===== config.mk =====
export PLATFORM = sky130hd
export DESIGN_NAME = lut_cell
export DESIGN_NICKNAME = d
export VERILOG_FILES = /design/src/rtl/lcell_pkg.sv /design/src/rtl/lcell_table.sv /design/src/rtl/lcell_modereg.sv /design/src/rtl/lcell_outstage.sv /design/src/rtl/lut_cell.sv
export SDC_FILE = /design/constraint.sdc
export NUM_CORES = 1
export LEC_CHECK = 0
export BUFFER_PORTS_ARGS = -buffer_cell sky130_fd_sc_hd__buf_2
export CORE_UTILIZATION = 40
export CTS_BUF_LIST = sky130_fd_sc_hd__clkbuf_2
export CTS_CLUSTER_DIAMETER = 120
export DETAILED_ROUTE_END_ITERATION = 10
export SLEW_MARGIN = 5
export SYNTH_ARGS = -nofsm -noshare
export SYNTH_HDL_FRONTEND = slang
export SYNTH_HIERARCHICAL = 1
export SYNTH_SLANG_ARGS = --single-unit

===== constraint.sdc =====
create_clock -name clk -period 3.7 [get_ports clk]
set_input_delay 0.74 -clock clk [delete_from_list [all_inputs] [get_ports clk]]
set_output_delay 0.74 -clock clk [all_outputs]
set_load 0.05 [all_outputs]

===== src/rtl/lcell_pkg.sv =====
package lcell_pkg;
    // Output path choice held in each select bit
    typedef enum logic {
        PATH_COMB = 1'b0,
        PATH_REG  = 1'b1
    } path_e;
endpackage


===== src/rtl/lcell_table.sv =====
module lcell_table #(
    parameter int N_IN  = 3,
    parameter int N_OUT = 2
) (
    input  logic             clk,
    input  logic             rst_n,
    input  logic             wr_en,
    input  logic [N_IN-1:0]  wr_addr,
    input  logic [N_OUT-1:0] wr_data,
    input  logic [N_IN-1:0]  rd_addr,
    output logic [N_OUT-1:0] rd_data
);
    localparam int DEPTH = 1 << N_IN;

    typedef struct packed {
        logic [DEPTH-1:0][N_OUT-1:0] word;
    } tbl_t;

    tbl_t tbl_d, tbl_q;

    always_comb begin
        tbl_d = tbl_q;
        if (wr_en) begin
            tbl_d.word[wr_addr] = wr_data;
        end
    end

    always_ff @(posedge clk or negedge rst_n) begin
        if (!rst_n) begin
            tbl_q <= '0;
        end else begin
            tbl_q <= tbl_d;
        end
    end

    // Read port: inputs used directly as the address
    assign rd_data = tbl_q.word[rd_addr];
endmodule


===== src/rtl/lcell_modereg.sv =====
module lcell_modereg #(
    parameter int N_OUT = 2
) (
    input  logic             clk,
    input  logic             rst_n,
    input  logic             wr_en,
    input  logic [N_OUT-1:0] wr_data,
    output logic [N_OUT-1:0] sel
);
    typedef struct packed {
        logic [N_OUT-1:0] sel;
    } mode_t;

    mode_t mode_d, mode_q;

    always_comb begin
        mode_d = mode_q;
        if (wr_en) begin
            mode_d.sel = wr_data;
        end
    end

    always_ff @(posedge clk or negedge rst_n) begin
        if (!rst_n) begin
            mode_q <= '0;
        end else begin
            mode_q <= mode_d;
        end
    end

    assign sel = mode_q.sel;
endmodule


===== src/rtl/lcell_outstage.sv =====
module lcell_outstage
    import lcell_pkg::*;
(
    input  logic clk,
    input  logic rst_n,
    input  logic lut_bit,
    input  logic sel,
    output logic out_bit
);
    typedef struct packed {
        logic ff;
    } stage_t;

    stage_t stage_d, stage_q;

    // The flip-flop samples on every edge, whatever the select holds
    always_comb begin
        stage_d    = stage_q;
        stage_d.ff = lut_bit;
    end

    always_ff @(posedge clk or negedge rst_n) begin
        if (!rst_n) begin
            stage_q <= '0;
        end else begin
            stage_q <= stage_d;
        end
    end

    always_comb begin
        if (path_e'(sel) == PATH_REG) begin
            out_bit = stage_q.ff;
        end else begin
            out_bit = lut_bit;
        end
    end
endmodule


===== src/rtl/lut_cell.sv =====
module lut_cell #(
    parameter int N_IN  = 3,
    parameter int N_OUT = 2
) (
    input  logic             clk,
    input  logic             rst_n,
    input  logic [N_IN-1:0]  in_a,
    input  logic [N_IN-1:0]  cfg_addr,
    input  logic [N_OUT-1:0] cfg_data,
    input  logic             cfg_lut_we,
    input  logic             cfg_sel_we,
    output logic [N_OUT-1:0] result
);
    logic [N_OUT-1:0] lut_val;
    logic [N_OUT-1:0] sel_q;

    lcell_table #(.N_IN(N_IN), .N_OUT(N_OUT)) u_table (
        .clk     (clk),
        .rst_n   (rst_n),
        .wr_en   (cfg_lut_we),
        .wr_addr (cfg_addr),
        .wr_data (cfg_data),
        .rd_addr (in_a),
        .rd_data (lut_val)
    );

    lcell_modereg #(.N_OUT(N_OUT)) u_mode (
        .clk     (clk),
        .rst_n   (rst_n),
        .wr_en   (cfg_sel_we),
        .wr_data (cfg_data),
        .sel     (sel_q)
    );

    for (genvar gi = 0; gi < N_OUT; gi++) begin : g_out
        lcell_outstage u_stage (
            .clk     (clk),
            .rst_n   (rst_n),
            .lut_bit (lut_val[gi]),
            .sel     (sel_q[gi]),
            .out_bit (result[gi])
        );
    end
endmodule


=== After elaboration in Yosys (flattened, before gate mapping) ===
Cells that the tools add are included.

* Word-level logic and storage cells: 22
* Register bits after elaboration: 20
* Output and inout bits: 2
* Bits of input ports: 12

* Multiplexer cells: 7
* Order comparisons: 3
* Reductions and logical operators: 1

{| class="wikitable"
|+ Operators by type and width
! kind !! count
|-
| bitwise mux 16 bit || 1
|-
| < comparator 3 x 4 -> 1 bit, second input constant || 2
|-
| binary-select mux 2 bit (select 3 bit) || 1
|-
| demux 2 bit (select 3 bit) || 1
|-
| 2-to-1 mux 2 bit || 2
|-
| greater-or-equal comparator 3 x 1 -> 1 bit, second input constant || 1
|-
| 2-to-1 mux 1 bit || 2
|-
| logical AND 1 bit || 1
|}

=== Logic depth before layout (Yosys ltp) ===
Gate-level depths: netlist of run 1.

* Word-level depth: 5
* Mapped depth: 3
* Depth with buffers taken out: 3

=== Cells and area by module ===
Netlist of run 1, hierarchy kept.

{| class="wikitable"
|+ By module, submodules not included
! module !! cells each !! instances !! sequential area each (um^2) !! area an instance (um^2)
|-
| lcell_table || 46 || 1 || 400.4 || 787.0
|-
| lcell_outstage || 2 || 2 || 25.0 || 40.0
|-
| lcell_modereg || 4 || 1 || 50.0 || 72.6
|}

=== Worst setup path before layout of run 1 ===
OpenSTA, ideal clock, no wires.

* Path kind: input to output
* Start: input port in_a[0]
* End: output port result[0]
* Path slack: 1,086 ps
* Stages on the path: 3
* Buffers on the path: 0
* Data arrival time: 1,874 ps
* Required time: 2,960 ps
* Cell sequence: mux4_1 mux2_2 mux2_4

* Longest elaborated chain between the ends: 3

{| class="wikitable"
|+ Ends and longest elaborated chain
! item !! line !! text
|-
| from (decl) || lut_cell.sv:7 || <nowiki>input logic [N_IN-1:0] in_a,</nowiki>
|-
| binary-select mux 2 bit (select 3 bit) || lcell_table.sv:37 || <nowiki>assign rd_data = tbl_q.word[rd_addr];</nowiki>
|-
| 2-to-1 mux 2 bit (implied by the code) || lcell_table.sv:37 ||
|-
| net lut_val[0] || lut_cell.sv:14 || <nowiki>logic [N_OUT-1:0] lut_val;</nowiki>
|-
| 2-to-1 mux 1 bit || lcell_outstage.sv:31 || <nowiki>if (path_e'(sel) == PATH_REG) begin</nowiki>
|-
| to (decl) || lut_cell.sv:12 || <nowiki>output logic [N_OUT-1:0] result</nowiki>
|}

The timed path passes the listed nets, and every way through them passes these cells. The select of a mux whose other input is x is not followed.

=== Final worst setup path of run 1 ===
Same ends and word-level chain as after synthesis.

==> metrics.md, run 1 <==
| Metric | Value |
|---|---|
| Synth cell types | `8` |
| CP max FO | `4` |
| Max VDD drop | `0.000261 V` |
| Antenna Cells | `0` |
| PostCTS Resize Cnt | `0` |
| Yosys top cell by area | `dfrtp_1` |
| Outcome | `finished clean` |
| Chip width | `50.5 microns` |
| # H-tree levels | `1` |
| Residual DRC | `0` |
| Setup_tns | `0 ps` |
| Row Count | `17` |
| Root Driver | `clkbuf_2` |
| First-pass GRT wire length | `2.66 mm` |
| Sequential-to-total area share from yosys stat | `53.3%` |
| Clock Tree Buf Depth | `2` |
| Vias in the first global route | `572` |
| Tightest Pin Transition | `461 ps` |
| YS warnings | `6` |
| Leakage power | `0.465 nW` |
| Critical path endpoint category | `output port` |
| CTS tree | `built` |
| Layout cells sized above 1 | `57.7%` |
| Initial antenna violation count | `0` |
| Antenna viol nets, final | `0` |
| Worst Setup Start Kind | `primary input` |
| Setup CP Type | `in2out` |
| Mapped cell area | `940 sq um` |
| Final Wtd Congestion | `0.644` |
| Clock Skew | `1.85 ps` |
| Buffers on Ports | `13` |
| Largest net degree at the start of global routing | `21` |
| Power per Cell Area | `481 nW/um^2` |
| I/O pins | `14` |
| Routed len/inst | `16.5 microns` |
| Hold buffer count at CTS | `0` |
| Final Util | `47.9%` |
| Hold WS | `352 ps` |
| Via density | `5.51` |
| CTS Buf Count | `3` |
| Hold Fails Final Rpt | `0` |
| Slew margin rel. | `68.8%` |
| Hpwl dp | `1.17 mm` |
| FMAX | `338 MHz` |
| Worst path required time | `2960 ps` |
| Post-CTS Setup Repair Bufs | `0` |
| Pre-antenna DRT Iters | `4` |
| Clk_lat worst skew | `290 ps` |
| Final slew viol count | `0` |
| Total of max-cap violations | `0` |
| Drt initial violations | `2` |
| Tcrit/Tclk final | `79.9%` |
| Crit path DAT | `2220 ps` |
| P&R area growth vs syn | `12.7%` |
| Initial Util | `42.5%` |
| Min-delay worst type | `in2async` |
| Mapped Nets | `66` |
| Flops & latches, synth | `20` |
| Via count | `545` |
| RSZ-0062 raised after global routing | `no` |
| Minimum clock period after layout | `2960 ps` |
| Reg clk slew, reported paths | `180 ps` |
| Fin nets | `84` |
| Largest cells by area after synthesis | `dfrtp_1, mux2_2, mux4_1, and4bb_2, mux2_4` |
| Routed wire length | `1.64 mm` |
| Die Y | `50.5 microns` |
| Die Area | `2550 sq um` |
| Syn Area/Cell | `17.4 sq um` |
| Post-synthesis cell count | `54` |
| Setup violators final | `0` |
| TritonCTS Sinks | `20` |
| Total GRT Usage | `14.7%` |
| Core Box Area | `2210 sq um` |
| GRT overflow | `0` |
| Synth top area share | `53.3%` |
## stage by stage
stage / total power [mW] / area (sq um) / cells / setup WS [ps]
2_1_floorplan: 0.390 / 940 / 54 / 1090
3_3_place_gp: 0.427 / 1040 / 95 / 750
3_5_place_dp: 0.430 / 1040 / 95 / 746
4_1_cts: 0.517 / 1060 / 99 / 741
5_1_grt: 0.542 / 1060 / 99 / 693
6_report: 0.509 / 1060 / 99 / 745
## metal layers
| metal | vias to the layer above | GRT usage, % | routed length, microns |
|---|---|---|---|
| li1 | 254 | - | - |
| met1 | 275 | 18.3 | 785 |
| met2 | 14 | 23.6 | 748 |
| met3 | 2 | 3.03 | 82 |
| met4 | 0 | 8.33 | 19 |
| met5 | - | 0 | 0 |
## cell usage after synthesis
| master | count |
|---|---|
| dfrtp_1 | 20 |
| mux2_2 | 20 |
| mux4_1 | 4 |
| and4bb_2 | 3 |
| nand4b_1 | 3 |
| mux2_4 | 2 |
| nand4_1 | 1 |
| nor4b_1 | 1 |
## registers in the layout, summed over array words and instances, names as in the netlist
name / flops
g_out.u_stage/stage_q: 2
u_table/tbl_q: 16
u_mode/sel: 2
## path summary, 6_finish.rpt
check,from,to,slack (ps),depth (start not counted)
max,in_a[0],result[0],740,5
min,rst_n,u_table/tbl_q[12]$_DFFE_PN0P_,350,1
max reg2reg,u_table/tbl_q[12]$_DFFE_PN0P_,g_out[0].u_stage/stage_q$_DFF_PN0_,2390,2
min reg2reg,u_table/tbl_q[11]$_DFFE_PN0P_,u_table/tbl_q[11]$_DFFE_PN0P_,520,1
max in group asynchronous,rst_n,u_table/tbl_q[8]$_DFFE_PN0P_,3050,1
min in group clk,u_table/tbl_q[11]$_DFFE_PN0P_,u_table/tbl_q[11]$_DFFE_PN0P_,520,1
## cells by family (layout without fill, tap and decap cells)
family / after synthesis / after routing / synth area share (%)
mux: 26 / 26 / 38.3
buf+inv: 0 / 17 / 0
flops: 20 / 20 / 53.3
simple gates: 8 / 8 / 8.39
## layout by cell type (no fill, tap or decap)
cell type | netlist | final
nand4b_1 | 3 | 3
and4bb_2 | 3 | 3
mux2_4 | 2 | 2
nand4_1 | 1 | 1
nor4b_1 | 1 | 1
buf_2 | 0 | 13
mux4_1 | 4 | 4
clkbuf_2 | 0 | 3
mux2_2 | 20 | 20
clkinv_1 | 0 | 1
dfrtp_1 | 20 | 20
## critical path: stages
cell    delay, ps
buf_2         140
mux4_1        570
mux2_2        290
mux2_4        260
buf_2         210
## area by class of cell
cell class,count,area [sq um]
multi-input combinational,34,439
sequential,20,500
clock buffer,3,15.0
clock inverter,1,3.75
fill,206,1150
tap,28,35.0
timing repair buffer,13,65.1
## power by group
group | switching, mW | leakage, nW | internal, mW | total [mW]
Sequential | 0.0229 | 0.239 | 0.265 | 0.288
Clock | 0.0625 | 0.0140 | 0.0235 | 0.0860
Combinational | 0.0612 | 0.211 | 0.0738 | 0.135
Power figures use the tool's default switching activity.
==> run 2: changes to the inputs <==
Clock period 3.7 ns to 2.55 ns, I/O delays scaled along.
==> run 2 against run 1 <==
Clock power rose by 47%. Total power grew 49%. Worst hold slack got worse by 230 ps.
==> metrics.md, run 2 (synthesis results as in run 1) <==
| Metric | Value |
|---|---|
| Slew margin rel. | `68.9% (+0.10 points)` |
| Largest net degree at the start of global routing | `21 (unchanged)` |
| Buffers on Ports | `13 (unchanged)` |
| Slowest cell delay on critical path | `490 ps (-80 ps)` |
| Antenna Cells | `0 (unchanged)` |
| RSZ-0062 raised after global routing | `no` |
| CP top delay family | `multiplexers` |
| FMAX | `412 MHz` |
| Sw frac | `28.8% (-0.052 points)` |
| TritonCTS Sinks | `20 (unchanged)` |
| Critical path endpoint category | `output port` |
| R2R depth | `2 (unchanged)` |
| Root Driver | `clkbuf_2` |
| Top reg by flops | `u_table/tbl_q` |
| Clk_lat worst skew | `300 ps (about the same)` |
| CTS Buf Count | `3 (unchanged)` |
| Die Y | `50.5 microns (unchanged)` |
| Final Wtd Congestion | `0.644 (unchanged)` |
| I/O pins | `14 (unchanged)` |
| Max VDD drop | `0.000379 V (+45%)` |
| Routed wire length | `1.66 mm (+1.5%)` |
| Row Count | `17 (unchanged)` |
| Vias in the first global route | `572 (unchanged)` |
| R2R setup slack | `1260 ps (-1130 ps)` |
| P&R area growth vs syn | `13.6%` |
| Via count | `551 (+1.1%)` |
| Cells along the critical path | `mux4_1, mux2_2, mux2_4, buf_6` |
| Tcrit/Tclk final | `95.3%` |
| Max reg flops | `16 (unchanged)` |
| Int Pwr | `0.540 mW (+49%)` |
| Outcome | `finished clean` |
| Reg power frac | `55.3% (-1.3 points)` |
| Fin nets | `84 (unchanged)` |
| Setup CP Type | `reg2out` |
| Clock Skew | `3.94 ps (+2.09 ps)` |
| # H-tree levels | `1 (unchanged)` |
| CP Launch Point | `u_table/tbl_q[2]$_DFFE_PN0P_` |
| Cell Area, Placed | `1040 sq um (unchanged)` |
| Final slew viol count | `0 (unchanged)` |
| Antenna viol nets, final | `0 (unchanged)` |
| GRT overflow | `0 (unchanged)` |
| Min-delay worst type | `in2async` |
| WP buf/inv | `1 (-1)` |
| Setup_tns | `0 ps (unchanged)` |
| Drt initial violations | `10 (+8)` |
| Minimum clock period after layout | `2430 ps` |
| Layout cells sized above 1 | `59.2% (+1.4 points)` |
| Hpwl dp | `1.17 mm (unchanged)` |
| Clk pwr share | `16.6% (-0.3 points)` |
| Part of the power in combinational logic | `28.1% (+1.6 points)` |
| Setup violators final | `0 (unchanged)` |
| Pre-antenna DRT Iters | `4 (unchanged)` |
| Total of max-cap violations | `0 (unchanged)` |
| Clock Tree Buf Depth | `2 (unchanged)` |
| Initial antenna violation count | `0 (unchanged)` |
| Leakage power | `0.464 nW (-0.17%)` |
| Routed len/inst | `16.8 microns (+1.5%)` |
| Critical path depth in cells | `4 (-1)` |
| Chip width | `50.5 microns (unchanged)` |
| RR Endpoint | `g_out[0].u_stage/stage_q$_DFF_PN0_` |
| Tightest Pin Transition | `459 ps (-1.48 ps)` |
| Cell area after layout | `1070 sq um (+0.83%)` |
| Origin of the critical flop-to-flop path | `u_table/tbl_q[2]$_DFFE_PN0P_` |
| Final Util | `48.2% (+0.40 points)` |
| CP max FO | `2 (-2)` |
| CTS tree | `built` |
| Power per Cell Area | `710 nW/um^2 (+48%)` |
| CP max stage cell | `mux4_1` |
| Core Box Area | `2210 sq um (unchanged)` |
| Reg clk slew, reported paths | `180 ps (about the same)` |
| Residual DRC | `0 (unchanged)` |
| Commonest cells after routing, fill and taps aside | `dfrtp_1, mux2_2, buf_2` |
| Die Area | `2550 sq um (unchanged)` |
| Total power | `0.757 mW (+49%)` |
| Total GRT Usage | `14.7% (unchanged)` |
| Hold Fails Final Rpt | `0 (unchanged)` |
| Via density | `5.57 (+1.1%)` |
| Worst path required time | `2040 ps (-920 ps)` |
| Worst Setup Start Kind | `flip-flop` |
| Initial Util | `42.5% (unchanged)` |
| Crit path DAT | `1920 ps (-300 ps)` |
| First-pass GRT wire length | `2.66 mm (unchanged)` |
| Reported net switching power | `0.218 mW (+49%)` |
run 2: cell count changes in the layout (fill, tap and decap cells not counted):
cell,previous run,this run
buf_6,0,2
buf_2,13,11
mux4_2,0,1
mux4_1,4,3
run 2: what timing repair did:
item / CTS / global route
setup buffers: 0 / 0
gates resized for setup: 0 / 7
endpoints found under the setup margin: 0 / 2
hold buffers: 0 / 0
run 2: final cells by class:
type / count / area [sq um]
flip-flops and latches: 20 / 500
clock buffers: 3 / 15.0
repair buffers: 13 / 77.6
fillers: 203 / 1140
clock inverters: 1 / 3.75
well taps: 28 / 35.0
multi-input cells: 34 / 435
run 2: worst max-delay path by stage:
stage	slack (ps)	to
final	120	result[0]
after floorplan	400	result[0]
after detailed placement	60	result[0]
after global routing	10	result[1]
after global placement	60	result[0]
after CTS	40	result[0]
run 2: metal layers:
layer  wire length (microns)  up-vias  part of all wire [%]  track usage, %
met5                       0        -                     0               0
met4                      19        0                   1.1            8.33
met3                      83        2                   5.0            3.03
met2                     758       14                    46            23.6
met1                     800      281                    48            18.3
li1                        -      254                     -               -
run 2: power groups by stage:
stage	Clock, mW	Combinational [mW]	Sequential (mW)
3_5_place_dp	0	0.198	0.426
5_1_grt	0.147	0.231	0.427
4_1_cts	0.133	0.199	0.418
2_1_floorplan	0	0.155	0.410
6_report	0.126	0.213	0.419
3_3_place_gp	0	0.195	0.425
run 2: metrics by stage:
stage	worst slack (ps)	cells	hold WS, ps
2_1_floorplan	396	54	214
3_3_place_gp	59.7	95	483
3_5_place_dp	55.6	95	481
4_1_cts	37.7	99	117
5_1_grt	12.4	99	105
6_report	121	99	119
==> run 3: changes to the inputs <==
Settings changed: SYNTH_HIERARCHICAL 1 to unset.
==> run 3 against run 2 <==
Synthesized cell count grew 24%. Critical path depth grew 1. Via count up 4.7%. Fmax is 7.6% higher. Global-route usage is 1.3 points higher. Total power shrank 2.5%. Setup slack improved by 170 ps. Flip-flop and latch count is the same. Sequential share of layout area rose by 0.44 points. Critical path type is now in2out. Highest routed layer unchanged.
==> metrics.md, run 3 <==
| Metric | Value |
|---|---|
| Worst setup path endpoint | `result[1]` |
| Synth top area share | `51.9% (-1.4 points)` |
| Top reg by flops | `u_table.tbl_q` |
| Initial Util | `43.2% (+0.72 points)` |
| Residual DRC | `0 (unchanged)` |
| Register area | `500 sq um (unchanged)` |
| Setup_tns | `0 ps (unchanged)` |
| Cell area after layout | `1060 sq um (-0.94%)` |
| Mapped Nets | `79 (+20%)` |
| R2R setup slack | `1460 ps (+200 ps)` |
| Via density | `5.29 (-4.9%)` |
| Flops & latches, synth | `20 (unchanged)` |
| Most numerous cell in the Yosys netlist | `dfrtp_1` |
| Buffers on Ports | `13 (unchanged)` |
| CTS Buf Count | `3 (unchanged)` |
| Top post-synthesis cells by count | `dfrtp_1, mux2_2, mux2i_1, nand2_1, nand4b_1` |
| Via count | `577 (+4.7%)` |
| Min-delay worst type | `in2async` |
| First-pass GRT wire length | `2.88 mm (+8.3%)` |
| Power per Cell Area | `698 nW/um^2 (-1.6%)` |
| Yosys top cell by area | `dfrtp_1` |
| Most common cell after layout, fill and taps aside | `dfrtp_1` |
| Filler cell count | `210 (+3.4%)` |
| # H-tree levels | `1 (unchanged)` |
| Final Wtd Congestion | `0.738 (+15%)` |
| Sw frac | `30.6% (+1.8 points)` |
| I/O pins | `14 (unchanged)` |
| Vias in the first global route | `600 (+4.9%)` |
| Row Count | `17 (unchanged)` |
| Most used DFF post-synth | `dfrtp_1` |
| Clk_lat worst skew | `320 ps (+20 ps)` |
| RR Endpoint | `g_out[1].u_stage.stage_q$_DFF_PN0_` |
| Setup CP Type | `in2out` |
| Int Pwr | `0.513 mW (-5.0%)` |
| Total of max-cap violations | `0 (unchanged)` |
| Syn Area/Cell | `14.4 sq um (-17%)` |
| Sequential-to-total area share from yosys stat | `51.9% (-1.4 points)` |
| Final slew viol count | `0 (unchanged)` |
| Minimum clock period after layout | `2260 ps (-171 ps)` |
| Max VDD drop | `0.000274 V (-28%)` |
| Slew margin rel. | `70.1% (+1.1 points)` |
| Hold WS | `94.7 ps (-24.0 ps)` |
| Core Box Area | `2230 sq um (+0.96%)` |
| Post-synth EDFFs | `0 (unchanged)` |
| R2R depth | `3 (+1)` |
| Die Y | `51.1 microns (+1.3%)` |
| Antenna Cells | `0 (unchanged)` |
| Fin nets | `94 (+12%)` |
| Initial antenna violation count | `0 (unchanged)` |
| Total GRT Usage | `16.0% (+1.3 points)` |
| Mapped cell area | `965 sq um (+2.7%)` |
| TritonCTS Sinks | `20 (unchanged)` |
| Synth cell types | `14 (+6)` |
| Routed len/inst | `15.4 microns (-8.3%)` |
| Commonest cells after routing, fill and taps aside | `dfrtp_1, mux2_2, buf_2, mux2i_1` |
| PostCTS Resize Cnt | `0 (unchanged)` |
| Reg power frac | `56.6% (+1.3 points)` |
| GRT overflow | `0 (unchanged)` |
| CP max FO | `8 (+6)` |
| RSZ-0062 raised after global routing | `no` |
| FMAX | `443 MHz (+7.6%)` |
| Hold buffer count at CTS | `0 (unchanged)` |
| Root Driver | `clkbuf_2` |
| Clock Tree Buf Depth | `2 (unchanged)` |
| P&R area growth vs syn | `9.60%` |
| Drt initial violations | `0 (-10)` |
| Hold Fails Final Rpt | `0 (unchanged)` |
| Worst Setup Start Kind | `primary input` |
| Chip width | `51.1 microns (+1.3%)` |
| Pre-antenna DRT Iters | `1 (-3)` |
| Reg clk slew, reported paths | `190 ps (about the same)` |
| Crit path DAT | `1750 ps (-170 ps)` |
| Setup violators final | `0 (unchanged)` |
| YS warnings | `0 (-6)` |
| Die Area | `2610 sq um (+2.6%)` |
| Asr flop ratio synth | `100% (unchanged)` |
| Largest net degree at the start of global routing | `21 (unchanged)` |
| Layout cells sized above 1 | `49.4% (-9.8 points)` |
| Largest cells by area after synthesis | `dfrtp_1, mux2_2, mux2i_1, mux4_2, nand4b_1` |
| Cell Area, Placed | `1040 sq um (-0.12%)` |
| Worst path required time | `2040 ps (about the same)` |
| Origin of the critical flop-to-flop path | `u_table.tbl_q[9]$_DFFE_PN0P_` |
| Critical path endpoint category | `output port` |
| Antenna viol nets, final | `0 (unchanged)` |
| Outcome | `finished clean` |
| Post-synthesis cell count | `67 (+24%)` |
| Part of the power in combinational logic | `25.8% (-2.3 points)` |
| Routed wire length | `1.68 mm (+0.96%)` |
| CP Launch Point | `in_a[0]` |
| Hpwl dp | `1.27 mm (+8.6%)` |
| Max reg flops | `16 (unchanged)` |
| Tightest Pin Transition | `449 ps (-10.4 ps)` |
| CTS tree | `built` |
| Clk pwr share | `17.6% (+1.0 points)` |
| Post-CTS Setup Repair Bufs | `0 (unchanged)` |
| Reported net switching power | `0.226 mW (+3.7%)` |
| Area occupied by multi-input gates | `430 sq um (-1.1%)` |
| Leakage power | `0.475 nW (+2.5%)` |
| Tcrit/Tclk final | `88.5% (-6.7 points)` |
| Clock Skew | `13.7 ps (+9.73 ps)` |
## run 3: worst min path at each step
stage,slack [ps],to
finish,90,u_table.tbl_q[7]$_DFFE_PN0P_
global route,80,u_table.tbl_q[7]$_DFFE_PN0P_
CTS,100,u_table.tbl_q[6]$_DFFE_PN0P_
detailed placement,480,u_table.tbl_q[6]$_DFFE_PN0P_
global placement,480,u_table.tbl_q[7]$_DFFE_PN0P_
floorplan,210,g_out[0].u_stage.stage_q$_DFF_PN0_
## run 3: layout make-up
| cell class | count | share of cell area, % |
|---|---|---|
| tap | 28 | 3.31 |
| sequential | 20 | 47.3 |
| inverter | 2 | 0.710 |
| clock inverter | 1 | 0.355 |
| clock buffer | 3 | 1.42 |
| timing repair buffer | 13 | 6.15 |
| multi-input combinational | 42 | 40.7 |
## run 3: power by group through the flow
stage	sequential, mW	clock [mW]	combinational [mW]
final	0.418	0.130	0.191
after global routing	0.429	0.153	0.209
after CTS	0.419	0.138	0.194
after detailed placement	0.426	0	0.194
after global placement	0.429	0	0.187
after floorplan	0.414	0	0.161
## run 3: worst max-delay path, cell delays in order
cell and delay, ps:
buf_2 230, mux2i_1 130, mux4_2 500, o21ai_2 110, buf_2 260
## run 3: logic make-up (layout without fill, tap and decap cells)
family                 after synthesis  count (layout)  synth area share (%)
buffers and inverters                5              19                  3.50
AND/OR/NAND/NOR                     12              12                  8.82
multiplexers                        28              28                  34.0
AO/OA/AOI/OAI                        2               2                  1.82
flip-flops                          20              20                  51.9
## run 3: through the flow
stage / power [mW] / setup WS [ps] / instances / util [%]
finish: 0.738 / 292 / 109 / 47.3
global route: 0.791 / 247 / 109 / 47.3
CTS: 0.751 / 278 / 109 / 47.3
detailed placement: 0.620 / 278 / 105 / 46.5
global placement: 0.615 / 308 / 105 / 46.5
floorplan: 0.575 / 512 / 67 / -
## run 3: per-layer routing
metal  vias to the layer above  track usage [%]  routed length, microns
met5                         -                0                       0
met4                         0             8.33                      30
met3                         4             4.17                      74
met2                        13             24.8                     771
met1                       289             20.4                     800
li1                        271                -                       -
